===== config.mk =====
export PLATFORM = sky130hd
export DESIGN_NAME = ivt_channel
export DESIGN_NICKNAME = d
export VERILOG_FILES = /design/src/rtl/ivt_pkg.sv /design/src/rtl/ivt_gate_sense.sv /design/src/rtl/ivt_down_counter.sv /design/src/rtl/ivt_seq.sv /design/src/rtl/ivt_snap.sv /design/src/rtl/ivt_channel.sv
export SDC_FILE = /design/constraint.sdc
export NUM_CORES = 1
export LEC_CHECK = 0
export CAP_MARGIN = 25
export CORE_MARGIN = 2
export CORE_UTILIZATION = 47
export DETAILED_ROUTE_END_ITERATION = 10
export PLACE_DENSITY = 0.77
export SLEW_MARGIN = 20
export SYNTH_ARGS = -nofsm -noshare
export SYNTH_HDL_FRONTEND = slang
export SYNTH_SLANG_ARGS = --single-unit

===== constraint.sdc =====
create_clock -name clk -period 3 [get_ports clk]
set_clock_uncertainty 0.2 [all_clocks]
set_input_delay 0.3 -clock clk [delete_from_list [all_inputs] [get_ports clk]]
set_output_delay 0.3 -clock clk [all_outputs]
set_load 0.01 [all_outputs]

===== src/rtl/ivt_pkg.sv =====
`timescale 1ns/1ps
package ivt_pkg;

   typedef enum logic [2:0] {
      MD_TERM    = 3'd0,
      MD_ONESHOT = 3'd1,
      MD_RATE    = 3'd2,
      MD_SQUARE  = 3'd3,
      MD_SWSTB   = 3'd4,
      MD_HWSTB   = 3'd5
   } ivt_mode_e;

   typedef struct packed {
      logic reload;
      logic reload_even;
      logic dec1;
      logic dec2;
   } ivt_cmd_t;

   // codes 6 and 7 fold onto 2 and 3
   function automatic ivt_mode_e ivt_norm_mode(input logic [2:0] raw);
      if (raw[2] && raw[1]) return ivt_mode_e'({1'b0, raw[1:0]});
      return ivt_mode_e'(raw);
   endfunction

endpackage


===== src/rtl/ivt_gate_sense.sv =====
`timescale 1ns/1ps
module ivt_gate_sense #(
   parameter int SYNC_STAGES = 0,
   parameter bit GATE_RST    = 1'b1
) (
   input  logic clk,
   input  logic rst_n,
   input  logic gate_in,
   output logic gate_lvl,
   output logic gate_rise
);

   logic gate_q;

   generate
      if (SYNC_STAGES == 0) begin : g_direct
         assign gate_lvl = gate_in;
      end else begin : g_sync
         logic [SYNC_STAGES-1:0] sync_q;
         always_ff @(posedge clk or negedge rst_n) begin
            if (!rst_n) begin
               sync_q <= {SYNC_STAGES{GATE_RST}};
            end else begin
               sync_q[0] <= gate_in;
               for (int i = 1; i < SYNC_STAGES; i++) sync_q[i] <= sync_q[i-1];
            end
         end
         assign gate_lvl = sync_q[SYNC_STAGES-1];
      end
   endgenerate

   always_ff @(posedge clk or negedge rst_n) begin
      if (!rst_n) gate_q <= GATE_RST;
      else        gate_q <= gate_lvl;
   end

   assign gate_rise = gate_lvl & ~gate_q;

   // an edge is reported for a single cycle only
   p_rise_single_r4: assert property (@(posedge clk) disable iff (!rst_n)
      gate_rise |=> !gate_rise);

endmodule


===== src/rtl/ivt_down_counter.sv =====
`timescale 1ns/1ps
module ivt_down_counter import ivt_pkg::*; #(
   parameter int CNT_W = 16
) (
   input  logic             clk,
   input  logic             rst_n,
   input  logic             wr_stb,
   input  logic [CNT_W-1:0] wr_count,
   input  ivt_cmd_t         cmd,
   output logic [CNT_W-1:0] cnt
);

   localparam logic [CNT_W-1:0] STEP1 = CNT_W'(1);
   localparam logic [CNT_W-1:0] STEP2 = CNT_W'(2);

   logic [CNT_W-1:0] cnt_q;
   logic [CNT_W-1:0] rel_q;

   always_ff @(posedge clk or negedge rst_n) begin
      if (!rst_n) begin
         cnt_q <= '0;
         rel_q <= '0;
      end else if (wr_stb) begin
         cnt_q <= wr_count;
         rel_q <= wr_count;
      end else if (cmd.reload) begin
         cnt_q <= rel_q;
      end else if (cmd.reload_even) begin
         cnt_q <= {rel_q[CNT_W-1:1], 1'b0};
      end else if (cmd.dec2) begin
         cnt_q <= cnt_q - STEP2;
      end else if (cmd.dec1) begin
         cnt_q <= cnt_q - STEP1;
      end
   end

   assign cnt = cnt_q;

   // the sequencer never asks for two counter actions at once
   p_cmd_onehot_r2: assert property (@(posedge clk) disable iff (!rst_n)
      $onehot0(cmd));

   // with no command and no write the count holds
   p_idle_hold_r2: assert property (@(posedge clk) disable iff (!rst_n)
      (cmd == '0 && !wr_stb) |=> $stable(cnt_q));

endmodule


===== src/rtl/ivt_seq.sv =====
`timescale 1ns/1ps
module ivt_seq import ivt_pkg::*; #(
   parameter int CNT_W = 16
) (
   input  logic             clk,
   input  logic             rst_n,
   input  logic             tick,
   input  logic             gate_lvl,
   input  logic             gate_rise,
   input  logic             wr_stb,
   input  logic [2:0]       wr_mode,
   input  logic [CNT_W-1:0] cnt,
   output ivt_cmd_t         cmd,
   output logic             timer_out
);

   localparam logic [CNT_W-1:0] ONE = CNT_W'(1);
   localparam logic [CNT_W-1:0] TWO = CNT_W'(2);

   ivt_mode_e mode_q, wr_norm;
   logic      out_q, out_n;
   logic      run_q, run_n;
   logic      start_q, start_n;
   logic      at_one, at_edge3;

   assign wr_norm  = ivt_norm_mode(wr_mode);
   assign at_one   = (cnt == ONE);
   assign at_edge3 = (cnt == ONE) || (cnt == TWO);

   always_comb begin
      cmd     = '0;
      out_n   = out_q;
      run_n   = run_q;
      start_n = start_q;
      case (mode_q)
         MD_TERM: begin
            if (tick && gate_lvl) begin
               cmd.dec1 = 1'b1;
               if (at_one) out_n = 1'b1;
            end
         end
         MD_ONESHOT: begin
            if (gate_rise) begin
               cmd.reload = 1'b1;
               out_n      = 1'b0;
               run_n      = 1'b1;
               start_n    = 1'b1;
            end else if (tick && start_q) begin
               cmd.dec1 = 1'b1;
               if (run_q && at_one) begin
                  out_n = 1'b1;
                  run_n = 1'b0;
               end
            end
         end
         MD_RATE: begin
            if (gate_rise) begin
               cmd.reload = 1'b1;
               out_n      = 1'b1;
            end else if (!gate_lvl) begin
               out_n = 1'b1;
            end else if (tick) begin
               if (at_one) begin
                  cmd.reload = 1'b1;
                  out_n      = 1'b0;
               end else begin
                  cmd.dec1 = 1'b1;
                  out_n    = 1'b1;
               end
            end
         end
         MD_SQUARE: begin
            if (gate_rise) begin
               cmd.reload = 1'b1;
               out_n      = 1'b1;
            end else if (!gate_lvl) begin
               out_n = 1'b1;
            end else if (tick) begin
               if (at_edge3) begin
                  out_n = ~out_q;
                  if (out_q) cmd.reload_even = 1'b1;
                  else       cmd.reload      = 1'b1;
               end else begin
                  cmd.dec2 = 1'b1;
               end
            end
         end
         MD_SWSTB: begin
            if (tick && gate_lvl) begin
               cmd.dec1 = 1'b1;
               out_n    = 1'b1;
               if (run_q && at_one) begin
                  out_n = 1'b0;
                  run_n = 1'b0;
               end
            end
         end
         MD_HWSTB: begin
            if (gate_rise) begin
               cmd.reload = 1'b1;
               out_n      = 1'b1;
               run_n      = 1'b1;
               start_n    = 1'b1;
            end else if (tick && start_q) begin
               cmd.dec1 = 1'b1;
               out_n    = 1'b1;
               if (run_q && at_one) begin
                  out_n = 1'b0;
                  run_n = 1'b0;
               end
            end
         end
         default: begin
            out_n = 1'b1;
         end
      endcase
      if (wr_stb) cmd = '0;
   end

   always_ff @(posedge clk or negedge rst_n) begin
      if (!rst_n) begin
         mode_q  <= MD_SQUARE;
         out_q   <= 1'b1;
         run_q   <= 1'b0;
         start_q <= 1'b0;
      end else if (wr_stb) begin
         mode_q  <= wr_norm;
         out_q   <= (wr_norm != MD_TERM);
         run_q   <= (wr_norm == MD_SWSTB);
         start_q <= 1'b0;
      end else begin
         out_q   <= out_n;
         run_q   <= run_n;
         start_q <= start_n;
      end
   end

   assign timer_out = out_q;

   p_term_sticky_r3: assert property (@(posedge clk) disable iff (!rst_n)
      (mode_q == MD_TERM && out_q && !wr_stb) |=> out_q);

   p_oneshot_low_runs_r4: assert property (@(posedge clk) disable iff (!rst_n)
      (mode_q == MD_ONESHOT && !out_q) |-> run_q);

   p_gate_low_hold_r8: assert property (@(posedge clk) disable iff (!rst_n)
      ((mode_q == MD_RATE || mode_q == MD_SQUARE) && !gate_lvl && !wr_stb)
         |=> ($stable(cnt) && out_q));

   p_strobe_once_r7: assert property (@(posedge clk) disable iff (!rst_n)
      ((mode_q == MD_SWSTB || mode_q == MD_HWSTB) && !out_q) |-> !run_q);

   p_rate_no_early_pulse_r5: assert property (@(posedge clk) disable iff (!rst_n)
      wr_stb |=> timer_out || (mode_q == MD_TERM));

endmodule


===== src/rtl/ivt_snap.sv =====
`timescale 1ns/1ps
module ivt_snap #(
   parameter int CNT_W = 16
) (
   input  logic             clk,
   input  logic             rst_n,
   input  logic             snap_stb,
   input  logic [CNT_W-1:0] cnt,
   output logic [CNT_W-1:0] snap_count
);

   logic [CNT_W-1:0] snap_q;

   always_ff @(posedge clk or negedge rst_n) begin
      if (!rst_n)        snap_q <= '0;
      else if (snap_stb) snap_q <= cnt;
   end

   assign snap_count = snap_q;

   p_snap_hold_r11: assert property (@(posedge clk) disable iff (!rst_n)
      !snap_stb |=> $stable(snap_q));

endmodule


===== src/rtl/ivt_channel.sv =====
`timescale 1ns/1ps
module ivt_channel import ivt_pkg::*; #(
   parameter int CNT_W     = 16,
   parameter int GATE_SYNC = 0,
   parameter bit GATE_RST  = 1'b1
) (
   input  logic             clk,
   input  logic             rst_n,
   input  logic             tick_en,
   input  logic             gate_in,
   input  logic             wr_stb,
   input  logic [CNT_W-1:0] wr_count,
   input  logic [2:0]       wr_mode,
   input  logic             snap_stb,
   output logic [CNT_W-1:0] live_count,
   output logic [CNT_W-1:0] snap_count,
   output logic             timer_out
);

   generate
      if (CNT_W < 4 || CNT_W > 32) begin : g_bad_width
         $error("ivt_channel: CNT_W must lie in 4..32");
      end
      if (GATE_SYNC < 0 || GATE_SYNC > 3) begin : g_bad_sync
         $error("ivt_channel: GATE_SYNC must lie in 0..3");
      end
   endgenerate

   logic             gate_lvl, gate_rise;
   ivt_cmd_t         cmd;
   logic [CNT_W-1:0] cnt;

   ivt_gate_sense #(.SYNC_STAGES(GATE_SYNC), .GATE_RST(GATE_RST)) u_gate (
      .clk       (clk),
      .rst_n     (rst_n),
      .gate_in   (gate_in),
      .gate_lvl  (gate_lvl),
      .gate_rise (gate_rise)
   );

   ivt_seq #(.CNT_W(CNT_W)) u_seq (
      .clk       (clk),
      .rst_n     (rst_n),
      .tick      (tick_en),
      .gate_lvl  (gate_lvl),
      .gate_rise (gate_rise),
      .wr_stb    (wr_stb),
      .wr_mode   (wr_mode),
      .cnt       (cnt),
      .cmd       (cmd),
      .timer_out (timer_out)
   );

   ivt_down_counter #(.CNT_W(CNT_W)) u_cnt (
      .clk      (clk),
      .rst_n    (rst_n),
      .wr_stb   (wr_stb),
      .wr_count (wr_count),
      .cmd      (cmd),
      .cnt      (cnt)
   );

   ivt_snap #(.CNT_W(CNT_W)) u_snap (
      .clk        (clk),
      .rst_n      (rst_n),
      .snap_stb   (snap_stb),
      .cnt        (cnt),
      .snap_count (snap_count)
   );

   assign live_count = cnt;

   p_write_loads_r2: assert property (@(posedge clk) disable iff (!rst_n)
      wr_stb |=> live_count == $past(wr_count));

   p_snap_copies_r11: assert property (@(posedge clk) disable iff (!rst_n)
      snap_stb |=> snap_count == $past(live_count));

endmodule


* Yosys cells after proc, flatten, opt, wreduce, memory -nomap -nowiden
Cells that the tools add are included.
Word-level totals: register bits 55, bits in latches 0, bits in writable memories 0, bits in read-only memories 0, bits of input ports 25, output and inout bits 33, word-level logic and storage cells 110, memories kept 0
Cells by class: add/sub/neg operators 2, multipliers 0, divide/modulo/power cells 0, magnitude comparators 0, equal/unequal tests 18, shifts and indexed selects 0, multiplexer cells 63, bitwise logic cells 3, reduce and logical (&&, ||, !) cells 16
Operators with widths (number):
- $mux 16 | 5
- $mux 1 | 48
- $eq 16x1->1 const B | 1
- $eq 16x2->1 const B | 1
- $sub 16x1->16 const B | 1
- $sub 16x2->16 const B | 1
- $ne 4x3->1 const B | 3
- $ne 5x5->1 const B | 2
- $eq 3x3->1 const B | 3
- $ne 3x2->1 const B | 3
- $reduce_and 9->1 | 1
- $eq 3x2->1 const B | 2
- $mux 2 | 3
- $mux 3 | 2
- $pmux 1 s3 | 2
- $pmux 1 s6 | 1
- $reduce_bool 3->1 | 2
- $ne 5x4->1 const B | 1
- $reduce_bool 5->1 | 1
- $logic_and 1x1->1 | 4
- $mux 4 | 1
- $ne 4x1->1 const B | 1
- $reduce_bool 2->1 | 2
- $reduce_or 2->1 | 2
- 8 further kinds | 9

* Depth between registers and ports, before layout
depth after elaboration 13, depth in mapped cells 10, mapped depth without buffers 9

* By module
A second synthesis with hierarchy kept.
Second synthesis, totals: cells, all modules 312, area, all modules 3174.3 um2
Modules (own cells, without submodules):
- ivt_down_counter | times used 1, cells each 197, area an instance 1849.3 um2, sequential area each 800.8 um2
- ivt_snap | times used 1, cells each 34, area an instance 649.4 um2, sequential area each 400.4 um2
- ivt_seq | times used 1, cells each 78, area an instance 628.1 um2, sequential area each 153.9 um2
- ivt_gate_sense | times used 1, cells each 3, area an instance 47.5 um2, sequential area each 26.3 um2

* Worst setup path after synthesis
OpenSTA, ideal clock, no wires.
kind register to register, start point reg u_cnt.cnt_q[12], in the netlist u_cnt.cnt[12], end point reg u_cnt.cnt_q[12], in the netlist u_cnt.cnt[12], library setup time 0.099 ns, data arrival time 2.579 ns, data required time 2.701 ns, path slack 0.122 ns, cell stages (with the launch flop) 10, path buffers 2, period minus slack after synthesis 2.878 ns, cell sequence dfrtp_1 or4_1 buf_6 or4b_4 or2_4 a31oi_4 and3_1 buf_6 nor2_4 a311oi_1
On the way: cells in the longest elaborated chain, start to end 12, elaborated cells between the ends (all ways) 33, those cells by class add/sub (2); eq/ne (2); mux (27); reduce/logical (2)
RTL lines:
- start, declared | line ivt_down_counter.sv:16 | logic [CNT_W-1:0] cnt_q;
- start signal, assigned | line ivt_down_counter.sv:24 | cnt_q <= wr_count;
- start signal, assigned | line ivt_down_counter.sv:27 | cnt_q <= rel_q;
- start signal, assigned | line ivt_down_counter.sv:29 | cnt_q <= {rel_q[CNT_W-1:1], 1'b0};
- $eq 16x1->1 / $eq 16x2->1 (equally long branches) | line ivt_seq.sv:27, ivt_seq.sv:28
- $logic_or 1x1->1 | line ivt_seq.sv:28 | assign at_edge3 = (cnt == ONE) || (cnt == TWO);
- $mux 1 | line ivt_seq.sv:79 | if (at_edge3) begin
- $mux 1 | line ivt_seq.sv:78 | end else if (tick) begin
- $mux 1 | line ivt_seq.sv:76 | end else if (!gate_lvl) begin
- $mux 1 | line ivt_seq.sv:73 | if (gate_rise) begin
- $mux 1 | line ivt_seq.sv:35 | case (mode_q)
- $mux 4 | line ivt_seq.sv:117 | if (wr_stb) cmd = '0;
- $mux 16 | line ivt_down_counter.sv:30 | end else if (cmd.dec2) begin
- $mux 16 | line ivt_down_counter.sv:28 | end else if (cmd.reload_even) begin
- $mux 16 | line ivt_down_counter.sv:26 | end else if (cmd.reload) begin
- $mux 16 | line ivt_down_counter.sv:23 | end else if (wr_stb) begin
Parallel ways exist; a longest one is shown, timed or not. The select of a mux whose other input is x is not followed. A chain may end at the register's enable or synchronous reset.

* Worst setup path after layout
start point reg u_cnt.cnt_q[13], in the netlist u_cnt.cnt[13], end point reg u_cnt.cnt_q[15], in the netlist u_cnt.cnt[15]
Same word-level chain as after synthesis.

==> key figures <==
Power
  – Switching portion of total power: 0.325
  – Total power: between 2 and 2.5 mW
  – Sequential power share: 0.458
  – Pleak: 1.65 nW
  – Peak supply drop: a little under 200 µV
  – Switch Pwr: 687 µW
  – Logic pwr share: 0.343
  – Power share of the clock group: 0.200
  – Internal power: 1.43 mW
  – Power per Cell Area: 525 nW/µm²

STA
  – Slew @ Worst Pin: between 700 and 800 ps
  – Min Tclk post-route: 2950 ps
  – Hold WS: 276 ps
  – Setup TNS: 0 ps
  – Fmax: 0.339 GHz
  – Endpoints failing setup: 0
  – Slew Viols, Final: 0
  – RSZ-0062 raised after global routing: yes
  – Final period utilization: 0.983
  – Final hold violations: 0
  – PnR worst setup slack: 50.8 ps
  – Worst slew margin: 0.512

Synth
  – Cells after Synth: 307
  – Synth unique cells: 68
  – Yosys top cell by area: dfrtp_1
  – Area contributors post-synth: dfrtp_1, mux2_2, dfstp_2, o21ai_0, nor2_1
  – Synth top area share: 0.406
  – Sequential-to-total area share from yosys stat: 0.439
  – Post-synth EDFFs: 0
  – Syn Nets: between 300 and 400
  – Post-synthesis cell area: 3150 µm²
  – Async set or reset register ratio after synthesis: 1.00
  – Ys flop type: dfrtp_1
  – Yosys reg bits: 55
  – Yosys warns: 0
  – Syn_area_per_cell: approximately 10 µm²

Critical path
  – CP Cell Sequence: or4_4 -> or4_1 -> nor2_2 -> a32oi_2 -> and3_2 -> buf_4 -> a222oi_1 -> o31ai_1
  – R2R depth: 8
  – CP Data Required Time: about 3000 ps
  – CP max stage delay: 580 ps
  – Reg-to-Reg End: u_cnt.cnt[15]
  – Crit-path max FO: 6
  – WP data arrival: 2950 ps
  – Worst Setup Path Type: flop to flop
  – Crit-path slowest cell: or4_4
  – R2r setup slk: 50 ps
  – Crit path launch type: flop
  – Worst r2r src: u_cnt.cnt[13]
  – Setup crit end kind: flop

Global routing
  – First-pass GRT wire length: 12,500 µm
  – Initial antenna violation count: 0
  – Total track usage: 0.213
  – Grt total ovfl: 0
  – Largest net degree at the start of global routing: 56
  – Vias in the first global route: between 2,000 and 3,000

Cells and area
  – Fillcell total: 524
  – Final #Nets: a little over 400
  – Multi-input gate area: 1630 µm²
  – Non-filler cells, final: between 400 and 500
  – Reg area: 1380 µm²
  – Ant diodes: 0
  – Design area: 4030 µm²
  – Fin util: 0.627
  – Fraction of final layout cells with drive strength greater than 1: 0.246
  – Area Overhead vs Synth: 28.0%

Worst hold path
  – Min-delay src: u_cnt.rel_q[0]
  – Worst min path class: flop to flop
  – Hold EP: u_cnt.rel_q[0]
  – WHS Path Cells: 2

Placement
  – Dpl ws: 30.5 ps
  – Port Buffers: 57
  – HPWL after DPL: 5500 µm
  – Final Wtd Congestion: 0.928
  – Placed Cells: 450
  – DP Area: 3900 µm²

Floorplanning
  – Chip height: around 86 µm
  – Total I/O pin count: 58
  – Die extent in x: 85.8 µm
  – Starting Density: 0.490
  – Die Area: between 7000 and 8000 µm²
  – Core Region: 6420 µm²
  – Rows: 29

Run status
  – Outcome: finished with violations
  – Failing checks: DRC

Clock network
  – Postcts setup bufs: 0
  – Clk buf depth: 2
  – TritonCTS clock tree: done
  – TritonCTS Buffers: 5
  – H-tree depth: 2
  – Clock tree sinks: 55
  – Root buf cell: clkbuf_8
  – Clk_lat worst skew: ~320 ps
  – Reg clk slew, reported paths: approximately 100 ps

Routing
  – 1st-iter DRT viols: 174
  – Avg WL per Cell: 16.6 µm
  – Via count: approximately 2,700
  – Post-Route WL: 7600 µm
  – DRC: 5
  – Via density: 5.92
  – TritonRoute pass-1 iters: 8
  – Antenna Nets Post-Route: 0

Flow run
  – Max cap viols: 0
[power groups by stage]
stage	logic [mW]	clock network, mW	registers, mW
2_1_floorplan	0.323	0	1.01
3_3_place_gp	0.707	0	0.974
3_5_place_dp	0.720	0	0.979
4_1_cts	0.726	0.437	0.965
5_1_grt	0.789	0.468	0.986
6_report	0.725	0.422	0.968
[cell usage in the layout, fill, tap and decap left out, types with 3 or more instances in the layout]
cell type and count:
inv_1 14, xor2_1 3, clkdlybuf4s50_1 56, a21o_1 3
nor3_1 8, o211ai_1 4, a311oi_1 3, dfstp_2 4
mux2_2 31, a21oi_1 12, nor2b_1 3, dfrtp_1 51
o31ai_1 4, and3_2 3, nor4_1 3, o21ai_0 21
a31oi_1 9, a211oi_1 6, buf_4 24, o22ai_1 7
nand2_1 20, clkbuf_8 5, ha_1 5, nor2_1 22
[cells by family (layout without fill, tap and decap cells)]
kind of cell	Yosys count	count (layout)	share of synthesized area
buffers and inverters	30	105	0.0505
AOI/OAI and AO/OA	96	96	0.217
adders and majority gates	5	5	0.0199
muxes	32	32	0.114
and+or+nand+nor	84	84	0.145
xor gates and xnor gates	5	5	0.0139
DFF	55	55	0.439
[critical path, delay by kind of cell (launching register included)]
family | cells | cell delay [ps]
AO/OA/AOI/OAI | 3 | 550
flip-flops | 1 | 390
buffers and inverters | 1 | 150
AND/OR/NAND/NOR | 4 | 1550
[worst max path at each step]
| stage | start | cells after the start | to |
|---|---|---|---|
| 5_1_grt | u_cnt.cnt[13] | 8 | u_cnt.cnt[15] |
| 2_1_floorplan | u_cnt.cnt[12] | 9 | u_cnt.cnt[12] |
| 4_1_cts | u_cnt.cnt[13] | 8 | u_cnt.cnt[15] |
| 3_5_place_dp | u_cnt.cnt[13] | 9 | u_cnt.cnt[1] |
| 6_report | u_cnt.cnt[13] | 8 | u_cnt.cnt[15] |
| 3_3_place_gp | u_cnt.cnt[13] | 9 | u_cnt.cnt[13] |
[sequential cells by signal, summed over array words and instances (netlist names)]
name               cells
u_cnt.rel_q           16
u_seq.run_q            1
u_snap.snap_count     16
u_gate.gate_q          1
u_cnt.cnt             16
u_seq.timer_out        1
u_seq.mode_q           3
u_seq.start_q          1
[timing repair]
item | in CTS | in global routing
endpoints found under the setup margin | 1 | 10
resized for setup | 1 | 6
endpoints found under the hold margin | 51 | 0
hold buffers | 1 | 0
[layout make-up]
type / instances / share of cell area
inverter: 14 / 0.0130
tap: 77 / 0.0239
clock buffer: 5 / 0.0171
timing repair buffer: 83 / 0.193
multi-input combinational: 222 / 0.405
sequential: 55 / 0.343
clock inverter: 3 / 0.00559
[metal layers]
| layer | share of wire | track usage | up-vias | wire length [µm] |
|---|---|---|---|---|
| met5 | 0 | 0 | - | 0 |
| met4 | 0.016 | 0.0678 | 0 | 119 |
| met3 | 0.052 | 0.0366 | 11 | 394 |
| met2 | 0.48 | 0.343 | 91 | 3620 |
| met1 | 0.46 | 0.294 | 1312 | 3460 |
| li1 | - | - | 1304 | - |
[synthesized netlist by cell type, types with 3 or more instances]
master and number:
nor2_1 23, buf_2 3, nor3_1 8, dfrtp_1 51, a311oi_1 3, o21ai_0 21, and3_1 3, nand2_1 20
ha_1 5, mux2_2 31, inv_1 14, o31ai_1 4, or4_1 3, a211oi_1 6, a21oi_1 13, nor4_1 3
buf_1 3, a21o_1 3, nor2b_1 3, dfstp_2 4, o22ai_1 7, xor2_1 3, clkbuf_1 4, a31oi_1 9
o211ai_1 4
Power figures use the tool's default switching activity.
